<file path="src/rtl/i2c_start_pkg.sv">
// Package: shared state encoding for the START sequencer.
// Assumes: a single clock domain; imported by i2c_start_gen only.
package i2c_start_pkg;
    typedef enum logic [2:0] {
        ST_IDLE,
        ST_CHECK,
        ST_COUNT1,
        ST_COUNT2,
        ST_HOLD
    } start_state_e;
endpackage

</file>
<file path="src/rtl/line_sync.sv">
// Module: multi-stage synchroniser for a group of bus line inputs.
// Assumes: lines idle high, so every stage resets to all ones.
module line_sync #(
    parameter int W      = 2,
    parameter int STAGES = 2
) (
    input  logic         clk,
    input  logic         rst_n,
    input  logic [W-1:0] raw,
    output logic [W-1:0] synced
);
    logic [W-1:0] stg [STAGES];

    // Shift raw line levels through the synchroniser chain
    always_ff @(posedge clk) begin
        if (!rst_n) begin
            for (int i = 0; i < STAGES; i++) stg[i] <= '1;
        end else begin
            stg[0] <= raw;
            for (int i = 1; i < STAGES; i++) stg[i] <= stg[i-1];
        end
    end

    assign synced = stg[STAGES-1];
endmodule

</file>
<file path="src/rtl/baud_down_counter.sv">
// Module: loadable down-counter that marks the last cycle of a baud period.
// Assumes: load_val is nonzero; the controller never decrements through zero.
module baud_down_counter #(
    parameter int W = 7
) (
    input  logic         clk,
    input  logic         rst_n,
    input  logic         load,
    input  logic         dec,
    input  logic [W-1:0] load_val,
    output logic         last
);
    logic [W-1:0] cnt;

    // Load a new period or count the current one down
    always_ff @(posedge clk) begin
        if (!rst_n)    cnt <= '0;
        else if (load) cnt <= load_val;
        else if (dec)  cnt <= cnt - 1'b1;
    end

    assign last = (cnt == W'(1));


    no_underflow_chk: assert property (@(posedge clk) disable iff (!rst_n)
        dec |-> (cnt != '0));
endmodule

</file>
<file path="src/rtl/start_flags.sv">
// Module: sticky status flags (start seen, interrupt, collision) with software clear.
// Assumes: sda_s and scl_s are already synchronised; set takes priority over clear.
module start_flags (
    input  logic clk,
    input  logic rst_n,
    input  logic sda_s,
    input  logic scl_s,
    input  logic coll_evt,
    input  logic clr,
    output logic start_seen,
    output logic irq_flag,
    output logic bus_coll
);
    logic seen_cond;
    assign seen_cond = !sda_s && scl_s;

    // Track the start-seen status and raise the interrupt on its first detection
    always_ff @(posedge clk) begin
        if (!rst_n) begin
            start_seen <= 1'b0;
            irq_flag   <= 1'b0;
        end else begin
            if (seen_cond)  start_seen <= 1'b1;
            else if (clr)   start_seen <= 1'b0;
            if (seen_cond && !start_seen) irq_flag <= 1'b1;
            else if (clr)                 irq_flag <= 1'b0;
        end
    end

    // Hold the collision flag until software clears it
    always_ff @(posedge clk) begin
        if (!rst_n)        bus_coll <= 1'b0;
        else if (coll_evt) bus_coll <= 1'b1;
        else if (clr)      bus_coll <= 1'b0;
    end


    coll_sticky_chk: assert property (@(posedge clk) disable iff (!rst_n)
        (bus_coll && !clr) |=> bus_coll);
endmodule

</file>
<file path="src/rtl/i2c_start_gen.sv">
// Module: START sequencer for a bus master with collision abort (top).
// Assumes: open-drain bus (outputs are drive-low enables); raw line inputs are
// asynchronous and are synchronised here; one clock, synchronous active-low reset.
module i2c_start_gen
    import i2c_start_pkg::*;
#(
    parameter int BAUD_W      = 7,
    parameter int SYNC_STAGES = 2
) (
    input  logic              clk,
    input  logic              rst_n,
    input  logic              start_set,
    input  logic [BAUD_W-1:0] reload,
    input  logic              release_bus,
    input  logic              clr_flags,
    input  logic              sda_in,
    input  logic              scl_in,
    output logic              sda_drive_low,
    output logic              scl_drive_low,
    output logic              start_en,
    output logic              start_done,
    output logic              start_seen,
    output logic              irq_flag,
    output logic              bus_coll
);
    localparam logic [BAUD_W-1:0] MIN_PERIOD = BAUD_W'(1);

    start_state_e      state;
    logic [1:0]        lines_s;
    logic              sda_s, scl_s;
    logic              cnt_load, cnt_dec, cnt_last, coll_evt;
    logic [BAUD_W-1:0] eff_reload;

    line_sync #(.W(2), .STAGES(SYNC_STAGES)) u_sync (
        .clk(clk), .rst_n(rst_n), .raw({scl_in, sda_in}), .synced(lines_s)
    );
    assign sda_s = lines_s[0];
    assign scl_s = lines_s[1];

    assign eff_reload = (reload == '0) ? MIN_PERIOD : reload;

    baud_down_counter #(.W(BAUD_W)) u_baud (
        .clk(clk), .rst_n(rst_n), .load(cnt_load), .dec(cnt_dec),
        .load_val(eff_reload), .last(cnt_last)
    );

    start_flags u_flags (
        .clk(clk), .rst_n(rst_n), .sda_s(sda_s), .scl_s(scl_s),
        .coll_evt(coll_evt), .clr(clr_flags),
        .start_seen(start_seen), .irq_flag(irq_flag), .bus_coll(bus_coll)
    );

    // Decide collision, counter load and decrement from the state and line levels
    always_comb begin
        coll_evt = 1'b0;
        cnt_load = 1'b0;
        cnt_dec  = 1'b0;
        case (state)
            ST_CHECK: begin
                if (!sda_s || !scl_s) coll_evt = 1'b1;
                else                  cnt_load = 1'b1;
            end
            ST_COUNT1: begin
                if (!sda_s)         cnt_load = 1'b1;
                else if (!scl_s)    coll_evt = 1'b1;
                else if (cnt_last)  cnt_load = 1'b1;
                else                cnt_dec  = 1'b1;
            end
            ST_COUNT2: begin
                if (!cnt_last) cnt_dec = 1'b1;
            end
            default: ;
        endcase
    end

    // Advance the START sequence and drive the line enables
    always_ff @(posedge clk) begin
        if (!rst_n) begin
            state         <= ST_IDLE;
            start_en      <= 1'b0;
            start_done    <= 1'b0;
            sda_drive_low <= 1'b0;
            scl_drive_low <= 1'b0;
        end else begin
            start_done <= 1'b0;
            case (state)
                ST_IDLE: begin
                    if (start_set) begin
                        start_en <= 1'b1;
                        state    <= ST_CHECK;
                    end
                end
                ST_CHECK: begin
                    if (coll_evt) begin
                        start_en <= 1'b0;
                        state    <= ST_IDLE;
                    end else begin
                        state <= ST_COUNT1;
                    end
                end
                ST_COUNT1: begin
                    if (coll_evt) begin
                        start_en <= 1'b0;
                        state    <= ST_IDLE;
                    end else if (cnt_load) begin
                        sda_drive_low <= 1'b1;
                        state         <= ST_COUNT2;
                    end
                end
                ST_COUNT2: begin
                    if (cnt_last) begin
                        scl_drive_low <= 1'b1;
                        start_done    <= 1'b1;
                        start_en      <= 1'b0;
                        state         <= ST_HOLD;
                    end
                end
                ST_HOLD: begin
                    if (release_bus) begin
                        sda_drive_low <= 1'b0;
                        scl_drive_low <= 1'b0;
                        state         <= ST_IDLE;
                    end
                end
                default: state <= ST_IDLE;
            endcase
        end
    end


    scl_after_sda_chk: assert property (@(posedge clk) disable iff (!rst_n)
        scl_drive_low |-> sda_drive_low);


    done_single_chk: assert property (@(posedge clk) disable iff (!rst_n)
        start_done |=> !start_done);


    coll_abort_chk: assert property (@(posedge clk) disable iff (!rst_n)
        $rose(bus_coll) |-> (!start_en && !sda_drive_low && !scl_drive_low));


    hold_lines_chk: assert property (@(posedge clk) disable iff (!rst_n)
        (state == ST_HOLD && !release_bus) |=> (sda_drive_low && scl_drive_low));
endmodule

</file>
<file path="config.mk">
export PLATFORM = sky130hd
export DESIGN_NAME = i2c_start_gen
export DESIGN_NICKNAME = d
export VERILOG_FILES = /design/src/rtl/i2c_start_pkg.sv /design/src/rtl/line_sync.sv /design/src/rtl/baud_down_counter.sv /design/src/rtl/start_flags.sv /design/src/rtl/i2c_start_gen.sv
export SDC_FILE = /design/constraint.sdc
export NUM_CORES = 1
export LEC_CHECK = 0
export CAP_MARGIN = 10
export CORE_MARGIN = 5
export CORE_UTILIZATION = 51
export DETAILED_ROUTE_END_ITERATION = 6
export PLACE_DENSITY_LB_ADDON = 0.08
export SLEW_MARGIN = 20
export SYNTH_ARGS = -nofsm -noshare
export SYNTH_HDL_FRONTEND = slang
export SYNTH_SLANG_ARGS = --single-unit
</file>
<file path="constraint.sdc">
create_clock -name clk -period 2.89 [get_ports clk]
set_clock_uncertainty 0.2 [all_clocks]
set_input_delay 0.4335 -clock clk [delete_from_list [all_inputs] [get_ports clk]]
set_output_delay 0.4335 -clock clk [all_outputs]
set_load 0.03 [all_outputs]
</file>
==> results of run 1 <==
## per-layer routing
| metal | wire, microns | vias up | track usage [%] |
|---|---|---|---|
| li1 | - | 524 | - |
| met1 | 1223 | 469 | 24.70 |
| met2 | 1161 | 38 | 24.84 |
| met3 | 169 | 3 | 2.450 |
| met4 | 22 | 0 | 2.980 |
| met5 | 0 | - | 0 |
## cell usage after synthesis (all sizes together) (2+ instances only)
cell type and instances:
clkbuf 3, a21o 2, nand2 7, nor3 4
nor4b 2, and2 5, a311oi 2, nor2 8
ha 2, o31a 2, nor4 2, a21oi 12
mux2i 4, nand4 3, inv 6, buf 5
a2bb2oi 2, o31ai 5, o21a 3, dfxtp 21
nor2b 3, nand2b 9, o22ai 3
## logic make-up (layout without fill, tap and decap cells)
kind of cell / Yosys count / after routing / share of synthesized area (%)
flops: 21 / 21 / 35.56
buf+inv: 14 / 30 / 5.608
simple gates: 50 / 50 / 25.71
fa+ha+maj: 2 / 2 / 2.116
xor+xnor: 1 / 1 / 0.7409
compound gates: 41 / 41 / 26.88
mux: 4 / 4 / 3.386
## critical path, cell delays in order, from the launching register on
cell	delay, ns
dfxtp_1	0.63
nor2b_1	0.46
nand3_1	0.20
or4b_1	0.53
a31oi_1	0.17
## layout make-up
type	instances	area, sq um	area share [%]
clock buffers	3	22.52	1.607
clock inverters	1	5.005	0.3571
inverters	6	22.52	1.607
repair buffers	20	200.2	14.29
flip-flops and latches	21	420.4	30.00
well taps	28	35.03	2.500
multi-input cells	98	695.7	49.64
## state kept, by name, summed over array words and instances, names as in the netlist
signal / count
u_baud.cnt: 7
u_sync.stg: 4
state: 3
scl_drive_low: 1
sda_drive_low: 1
start_done: 1
start_en: 1
u_flags.bus_coll: 1
u_flags.irq_flag: 1
u_flags.start_seen: 1
## per-stage QoR
stage | setup slack, ns | utilization (%) | std cells
3_3_place_gp | 0.7419 | 62.10 | 173
3_5_place_dp | 0.6636 | 62.10 | 173
5_1_grt | 0.4439 | 63.35 | 177
4_1_cts | 0.6371 | 63.35 | 177
6_report | 0.6309 | 63.35 | 177
2_1_floorplan | 0.8547 | - | 133
## power by group
group          total, uW  switching (uW)  internal (uW)
sequential           375            51.7            324
clock                146            94.4           51.8
combinational        272             145            127
total                793             291            502
## how the worst max path moves through the flow
stage                   from             to  slack, ns  depth (start not counted)
3_3_place_gp   u_baud.cnt[0]  u_baud.cnt[1]       0.74                          5
3_5_place_dp   u_baud.cnt[1]  u_baud.cnt[1]       0.66                          6
5_1_grt        u_baud.cnt[1]  u_baud.cnt[1]       0.44                          6
2_1_floorplan  u_baud.cnt[0]  u_baud.cnt[1]       0.85                          6
6_report            state[1]  u_baud.cnt[4]       0.63                          4
4_1_cts        u_baud.cnt[1]  u_baud.cnt[1]       0.64                          6
==> summary.txt, run 1 <==
CTS Root Cell: clkbuf_4
Yosys reg bits: 21
Tot GR Track Use: 16.43%
commonest cells after routing, fill and taps aside: 21 x dfxtp_1, 20 x clkdlybuf4s50_1, 12 x a21oi_1
area fraction of the dominant cell type after synthesis: 35.56%
Placement Rows: 17
Vias: 1,034
TritonCTS clock tree: done
max-slew violation count: 0
Sink Count: 21
worst hold margin: 0.2205 ns
DP Area: 1374 sq um
core footprint: 2212 sq um
Worst VDD drop: 0.0004033 V
DR WL/cell: 14.55 microns
layout filler cell count: 191
Reg2Reg Depth: 4
setup TNS: 0 ns
worst hold endpoint: u_sync.stg[0][3]
period utilisation layout: 78.17%
Async S/R FF share, synth: 0%
arrival time worst endpoint: 2.31 ns
R2R Setup Slk: 0.63 ns
ranking of synthesized cells by area: dfxtp_1 36%, a21oi_1 5.1%, nand2b_1 4.8%
postcts setup bufs: 0
hold wc startpoint: u_sync.stg[0][1]
syn avg cell area: 8.890 sq um
DIE AREA: 3381 sq um
Clk Latency, worst-skew pair: 0.31 ns
number of buffers created by CTS: 3
post-DP HPWL: 1891 microns
Synth area leader: dfxtp_1
FMAX: 442.6 MHz
largest net degree at the start of global routing: 22
synthesized net count: 149
Tot Pwr: 793.0 uW
dominant synthesized flop cell: dfxtp_1
most common cell after layout, fill and taps aside: dfxtp_1
sequential cell area fraction in the yosys report: 35.56%
Layout Area Growth over Synthesis: 18.52%
yosys warns: 0
post-route cell area: 1401 sq um
CTS H-Tree Depth: 1
drt via density: 5.842
Pleak: 0.0005212 uW
FF-to-FF Start: state[1]
clock-pin slew on the worst setup and hold paths: 0.12 ns
Hold Buf Count CTS: 0
Slew @ Worst Pin: 0.6925 ns
RSZ-0062 raised after global routing: false
status: completed
Worst Hold Class: reg -> reg
# DRC: 0
share of post-route cells with drive strength above 1: 6.040%
Initial Util: 53.45%
post-route ant nets: 0
CP Capture Type: register
Max Root-Sink Buffers: 2
synthesized area: 1182 sq um
Nets: 166
diode count: 0
final hold violation count: 0
slew margin rel.: 53.69%
Cell variety after synth: 45
reg2reg end: u_baud.cnt[4]
Mapped Cells: 133
Port Buf Inserts: 20
Final Critical Period: 2.259 ns
Crit Path Max Fanout: 17
Worst Hold Depth: 1
# IOs: 21
Die Height: 58.15 microns
antenna violations before repair: 0
CP Launch Type: register
final setup fails: 0
vias in the first global route: 935
Die X-Extent: 58.15 microns
Post-synth EDFFs: 0
crit path kind: reg -> reg
drt pass-1 iters: 4
first-pass GRT wire length: 4409 microns
routability cong.: 0.8654
Critical Path RT: 2.94 ns
max-cap violations: 0
cts repair resizes: 0
final WL: 2576 microns
Cell Pwr Density: 565.9 nW/um^2
GRT overflow: 0
DR iter-0 viols: 39
No activity file was read; power rests on OpenSTA's default activity.
==> run 2, diff against run 1 <==
--- a/config.mk
+++ b/config.mk
@@ -7,7 +7,7 @@
 export LEC_CHECK = 0
 export CAP_MARGIN = 10
 export CORE_MARGIN = 5
-export CORE_UTILIZATION = 51
+export CORE_UTILIZATION = 46
 export DETAILED_ROUTE_END_ITERATION = 6
 export PLACE_DENSITY_LB_ADDON = 0.08
 export SLEW_MARGIN = 20
==> constraint.sdc (replaced) <==
create_clock -name clk -period 1.9 [get_ports clk]
set_clock_uncertainty 0.2 [all_clocks]
set_input_delay 0.285 -clock clk [delete_from_list [all_inputs] [get_ports clk]]
set_output_delay 0.285 -clock clk [all_outputs]
set_load 0.03 [all_outputs]
==> run 2 against run 1 <==
Against the previous run: combinational power increased by 120%; fmax is 18% higher; first-iteration DRC count decreased by 49%; setup slack worse by 0.64 ns; clock power grew 56%; the flow now finishes with violations (setup timing); cell count is 12% higher; critical path depth rose by 4; core utilization rose by 2.7 points.
==> summary.txt, run 2 (synthesized netlist as in run 1, its figures left out) <==
vias in the first global route: 1,118
Vias: 1,111
post-route cell area: 1637 sq um
final worst slack: -0.007511 ns
DP Area: 1540 sq um
layout filler cell count: 223
Initial Util: 47.73%
Worst Hold Class: reg -> reg
FF-to-FF Start: u_baud.cnt[1]
drt pass-1 iters: 6
hold wc startpoint: u_sync.stg[0][1]
GRT overflow: 0
Clk Latency, worst-skew pair: 0.30 ns
Nets: 185
Int Pwr: 870.9 uW
TritonCTS clock tree: done
status: complete, but fails checks
crit path kind: reg -> reg
Critical Path RT: 1.91 ns
final setup fails: 1
clock power share: 16.5%
Cell Pwr Density: 842.0 nW/um^2
Hold Buf Count CTS: 0
slew margin rel.: 70.49%
Final Critical Period: 1.908 ns
clock-pin slew on the worst setup and hold paths: 0.13 ns
Die Height: 60.70 microns
Worst VDD drop: 0.0007271 V
first-pass GRT wire length: 4947 microns
Pleak: 0.0006509 uW
Crit Path Max Fanout: 6
Sink Count: 21
max FFs per register: 7
number of buffers created by CTS: 3
period utilisation layout: 100.4%
most flop-heavy register: u_baud.cnt
post-DP HPWL: 2185 microns
DIE AREA: 3684 sq um
RSZ-0062 raised after global routing: true
final WL: 3004 microns
max-cap violations: 0
CP Capture Type: register
Port Buf Inserts: 20
arrival time worst endpoint: 1.92 ns
Placement Rows: 18
commonest cells after routing, fill and taps aside: 19 x clkdlybuf4s50_1, 19 x dfxtp_1, 17 x buf_4
NetSw: 507.2 uW
CP Launch Type: register
largest net degree at the start of global routing: 22
antenna violations before repair: 0
Gate power share: 43.7%
final hold violation count: 0
CTS Root Cell: clkbuf_4
Worst Setup SP: u_baud.cnt[1]
routability cong.: 0.7976
drt via density: 5.611
Tot GR Track Use: 17.62%
FMAX: 524.2 MHz
Die X-Extent: 60.70 microns
DR iter-0 viols: 20
# DRC: 0
Reg power frac: 39.8%
Max Root-Sink Buffers: 2
Layout Area Growth over Synthesis: 38.41%
Slew @ Worst Pin: 0.4422 ns
diode count: 0
DR WL/cell: 15.17 microns
failing checks: setup timing
CTS H-Tree Depth: 1
Sw Share: 36.80%
final core utilization: 66.06%
max-slew violation count: 0
pre-CTS setup slack: -0.06514 ns
core footprint: 2477 sq um
top flop regs: u_baud.cnt x7, u_sync.stg x4, state x3
post-route ant nets: 0
# IOs: 21
share of post-route cells with drive strength above 1: 23.81%
==> run 2: cell count changes in the layout (fill, tap and decap cells not counted), sizes merged <==
cell | previous run | this run
buf | 0 | 19
dlymetal6s2s | 0 | 1
clkdlybuf4s50 | 20 | 19
==> run 2: timing repair <==
item / 4_1_cts / 5_1_grt
setup buffers: 0 / 2
pin swaps: 1 / 1
resized for setup: 10 / 5
setup endpoints to repair: 7 / 10
cloned: 0 / 0
==> run 2: routing by layer <==
| metal | wire length [microns] | GRT usage (%) |
|---|---|---|
| met1 | 1414 | 22.32 |
| met2 | 1432 | 30.99 |
| met3 | 143 | 2.979 |
| met4 | 13 | 4.334 |
| met5 | 0 | 0 |
==> run 2: layout make-up <==
type	count	area, sq um	area share [%]
Clock buffer	3	22.52	1.376
Tap cell	30	37.54	2.294
Clock inverter	1	5.005	0.3058
Multi-Input combinational cell	98	762.0	46.56
Timing Repair Buffer	39	361.6	22.09
Sequential cell	21	425.4	25.99
Inverter	6	22.52	1.376
==> run 2: worst max-delay path, cell delays in order, from the launching register on <==
cell      delay (ns)
dfxtp_2         0.37
inv_2           0.05
ha_4            0.15
nor4b_4         0.12
buf_4           0.17
a311oi_4        0.33
buf_6           0.19
nor3_2          0.05
a31o_1          0.18
==> run 2: per-stage QoR <==
step	TNS, ns	instances	power, uW	hold WS (ns)
2_1_floorplan	-0.06462	133	883.9	0.1863
5_1_grt	-0.1179	198	1454	0.2498
6_report	-0.007511	198	1378	0.2215
3_3_place_gp	-0.0002286	193	1079	0.1912
3_5_place_dp	-0.1649	193	1094	0.1966
4_1_cts	-0.001535	197	1351	0.2272
==> run 2: final timing paths <==
check,cells past startpoint,end,slack [ns]
hold / removal,1,u_sync.stg[0][3],0.22
setup reg to reg,8,u_baud.cnt[1],-0.008
setup / recovery,8,u_baud.cnt[1],-0.008
hold reg to reg,1,u_sync.stg[0][3],0.22
==> run 2: power groups by stage <==
stage	clock network, uW	logic, uW	registers [uW]
floorplan	0	312	572
global placement	0	526	553
detailed placement	0	539	555
CTS	234	570	546
global route	249	650	555
finish	228	602	549
==> run 3, diff against run 2 <==
--- a/config.mk
+++ b/config.mk
@@ -6,7 +6,6 @@
 export NUM_CORES = 1
 export LEC_CHECK = 0
 export CAP_MARGIN = 10
-export CORE_MARGIN = 5
 export CORE_UTILIZATION = 46
 export DETAILED_ROUTE_END_ITERATION = 6
 export PLACE_DENSITY_LB_ADDON = 0.08
==> run 3 against run 2 <==
Against the previous run: the flow now finishes without violations; via count rose by 3.2%; sequential share of layout area about the same; cell area about the same; die area down 25%; non-clock buffer count is 5 higher; wire length fell by 3.9%; sequential power fell by 0.7%; critical path depth stayed put; fmax up 1.9%; critical endpoint unchanged; largest cell class unchanged; highest routed layer unchanged.
==> summary.txt, run 3 (synthesized netlist as in run 1, its figures left out) <==
Layout Area Growth over Synthesis: 38.52%
GRT overflow: 0
vias in the first global route: 1,027
Worst Hold Class: reg -> reg
final worst slack: 0.02718 ns
# DRC: 0
commonest cells after routing, fill and taps aside: 22 x buf_4, 20 x clkdlybuf4s50_1, 19 x dfxtp_1
arrival time worst endpoint: 1.94 ns
period utilisation layout: 98.57%
final WL: 2886 microns
CP Cell Sequence: inv_2 -> ha_4 -> nor4b_4 -> buf_6 -> a2111oi_4 -> buf_4 -> mux2i_1 -> a31o_1
status: completed
clock-pin slew on the worst setup and hold paths: 0.11 ns
Die Height: 52.70 microns
CP Launch Type: register
number of buffers created by CTS: 3
drt via density: 5.645
max-slew violation count: 0
Sink Count: 21
CTS Root Cell: clkbuf_4
layout filler cell count: 217
most common cell after layout, fill and taps aside: buf_4
FMAX: 534.0 MHz
Hold Buf Count CTS: 0
Port Buf Inserts: 20
max FFs per register: 7
RSZ-0062 raised after global routing: true
Clk Latency, worst-skew pair: 0.32 ns
Worst VDD drop: 0.0005998 V
Pleak: 0.0006461 uW
Die X-Extent: 52.70 microns
post-route ant nets: 0
first-pass GRT wire length: 4457 microns
post-route cell area: 1638 sq um
diode count: 0
Final Critical Period: 1.873 ns
setup TNS: 0 ns
drt pass-1 iters: 4
Placement Rows: 18
post-DP HPWL: 2135 microns
max-cap violations: 0
final hold violation count: 0
Initial Util: 48.17%
crit path kind: reg -> reg
Max Root-Sink Buffers: 2
slew margin rel.: 72.95%
top flop regs: u_baud.cnt x7, u_sync.stg x4, state x3
critical path's slowest cell: dfxtp_2
Nets: 190
DP Area: 1558 sq um
core footprint: 2455 sq um
antenna violations before repair: 0
final setup fails: 0
Cell Pwr Density: 837.7 nW/um^2
DR WL/cell: 14.22 microns
routability cong.: 0.8528
DIE AREA: 2777 sq um
Critical Path RT: 1.97 ns
max incr delay on CP: 0.36 ns
share of post-route cells with drive strength above 1: 23.12%
CP Capture Type: register
Tot GR Track Use: 22.60%
Vias: 1,146
fin cells: 203
TritonCTS clock tree: done
most flop-heavy register: u_baud.cnt
Slew @ Worst Pin: 0.4051 ns
# IOs: 21
Crit Path Max Fanout: 5
largest net degree at the start of global routing: 14
DR iter-0 viols: 17
CTS H-Tree Depth: 1
DP Cell Count: 197
pre-CTS setup slack: -0.04853 ns
[run 3: critical path, delay by kind of cell, from the launching register on]
kind,cells,cell delay [ns]
flip-flops,1,0.36
adder cells (fa/ha/maj),1,0.15
multiplexers,1,0.18
AND/OR/NAND/NOR,1,0.12
buffers and inverters,3,0.38
AO/OA/AOI/OAI,2,0.44
[run 3: layout make-up]
cell class              instances  area (sq um)  share of cell area [%]
clock buffers                   4         26.28                   1.604
inverters                       6         22.52                   1.375
multi-input cells              98         738.2                   45.07
flip-flops and latches         21         425.4                   25.97
well taps                      30         37.54                   2.292
repair buffers                 44         387.9                   23.68
[run 3: routing by layer]
metal | part of all wire (%) | wire length (microns) | global-route usage, % | vias up
met5 | 0 | 0 | 0 | -
met4 | 2.1 | 61 | 12.28 | 0
met3 | 2.1 | 62 | 4.348 | 5
met2 | 48 | 1386 | 35.23 | 15
met1 | 48 | 1375 | 28.95 | 552
li1 | - | - | - | 574
[run 3: power breakdown]
| part | switching (uW) | total, uW | internal [uW] |
|---|---|---|---|
| Combinational | 295 | 605 | 310 |
| Clock | 140 | 222 | 82.4 |
| Sequential | 49.5 | 545 | 496 |
| Total | 484 | 1370 | 888 |
[run 3: repair_timing]
item                                    in CTS  in global routing
endpoints found under the setup margin       4                  9
setup buffers                                0                  2
resized for setup                            4                  5
gates cloned                                 0                  0
pin swaps                                    1                  5
[run 3: final timing paths]
check                   startpoint          endpoint  slack [ns]  cells after the start
hold reg to reg   u_sync.stg[0][0]  u_sync.stg[0][2]        0.22                      1
setup reg to reg     u_baud.cnt[1]     u_baud.cnt[1]        0.03                      8
setup / recovery     u_baud.cnt[1]     u_baud.cnt[1]        0.03                      8
hold / removal    u_sync.stg[0][0]  u_sync.stg[0][2]        0.22                      1
[run 3: through the flow]
| step | power, uW | hold WS (ns) | util, % |
|---|---|---|---|
| 2_1_floorplan | 883.9 | 0.1863 | - |
| 3_3_place_gp | 1101 | 0.1902 | 63.46 |
| 3_5_place_dp | 1109 | 0.1929 | 63.46 |
| 4_1_cts | 1342 | 0.2210 | 65.04 |
| 5_1_grt | 1447 | 0.2322 | 66.72 |
| 6_report | 1372 | 0.2190 | 66.72 |
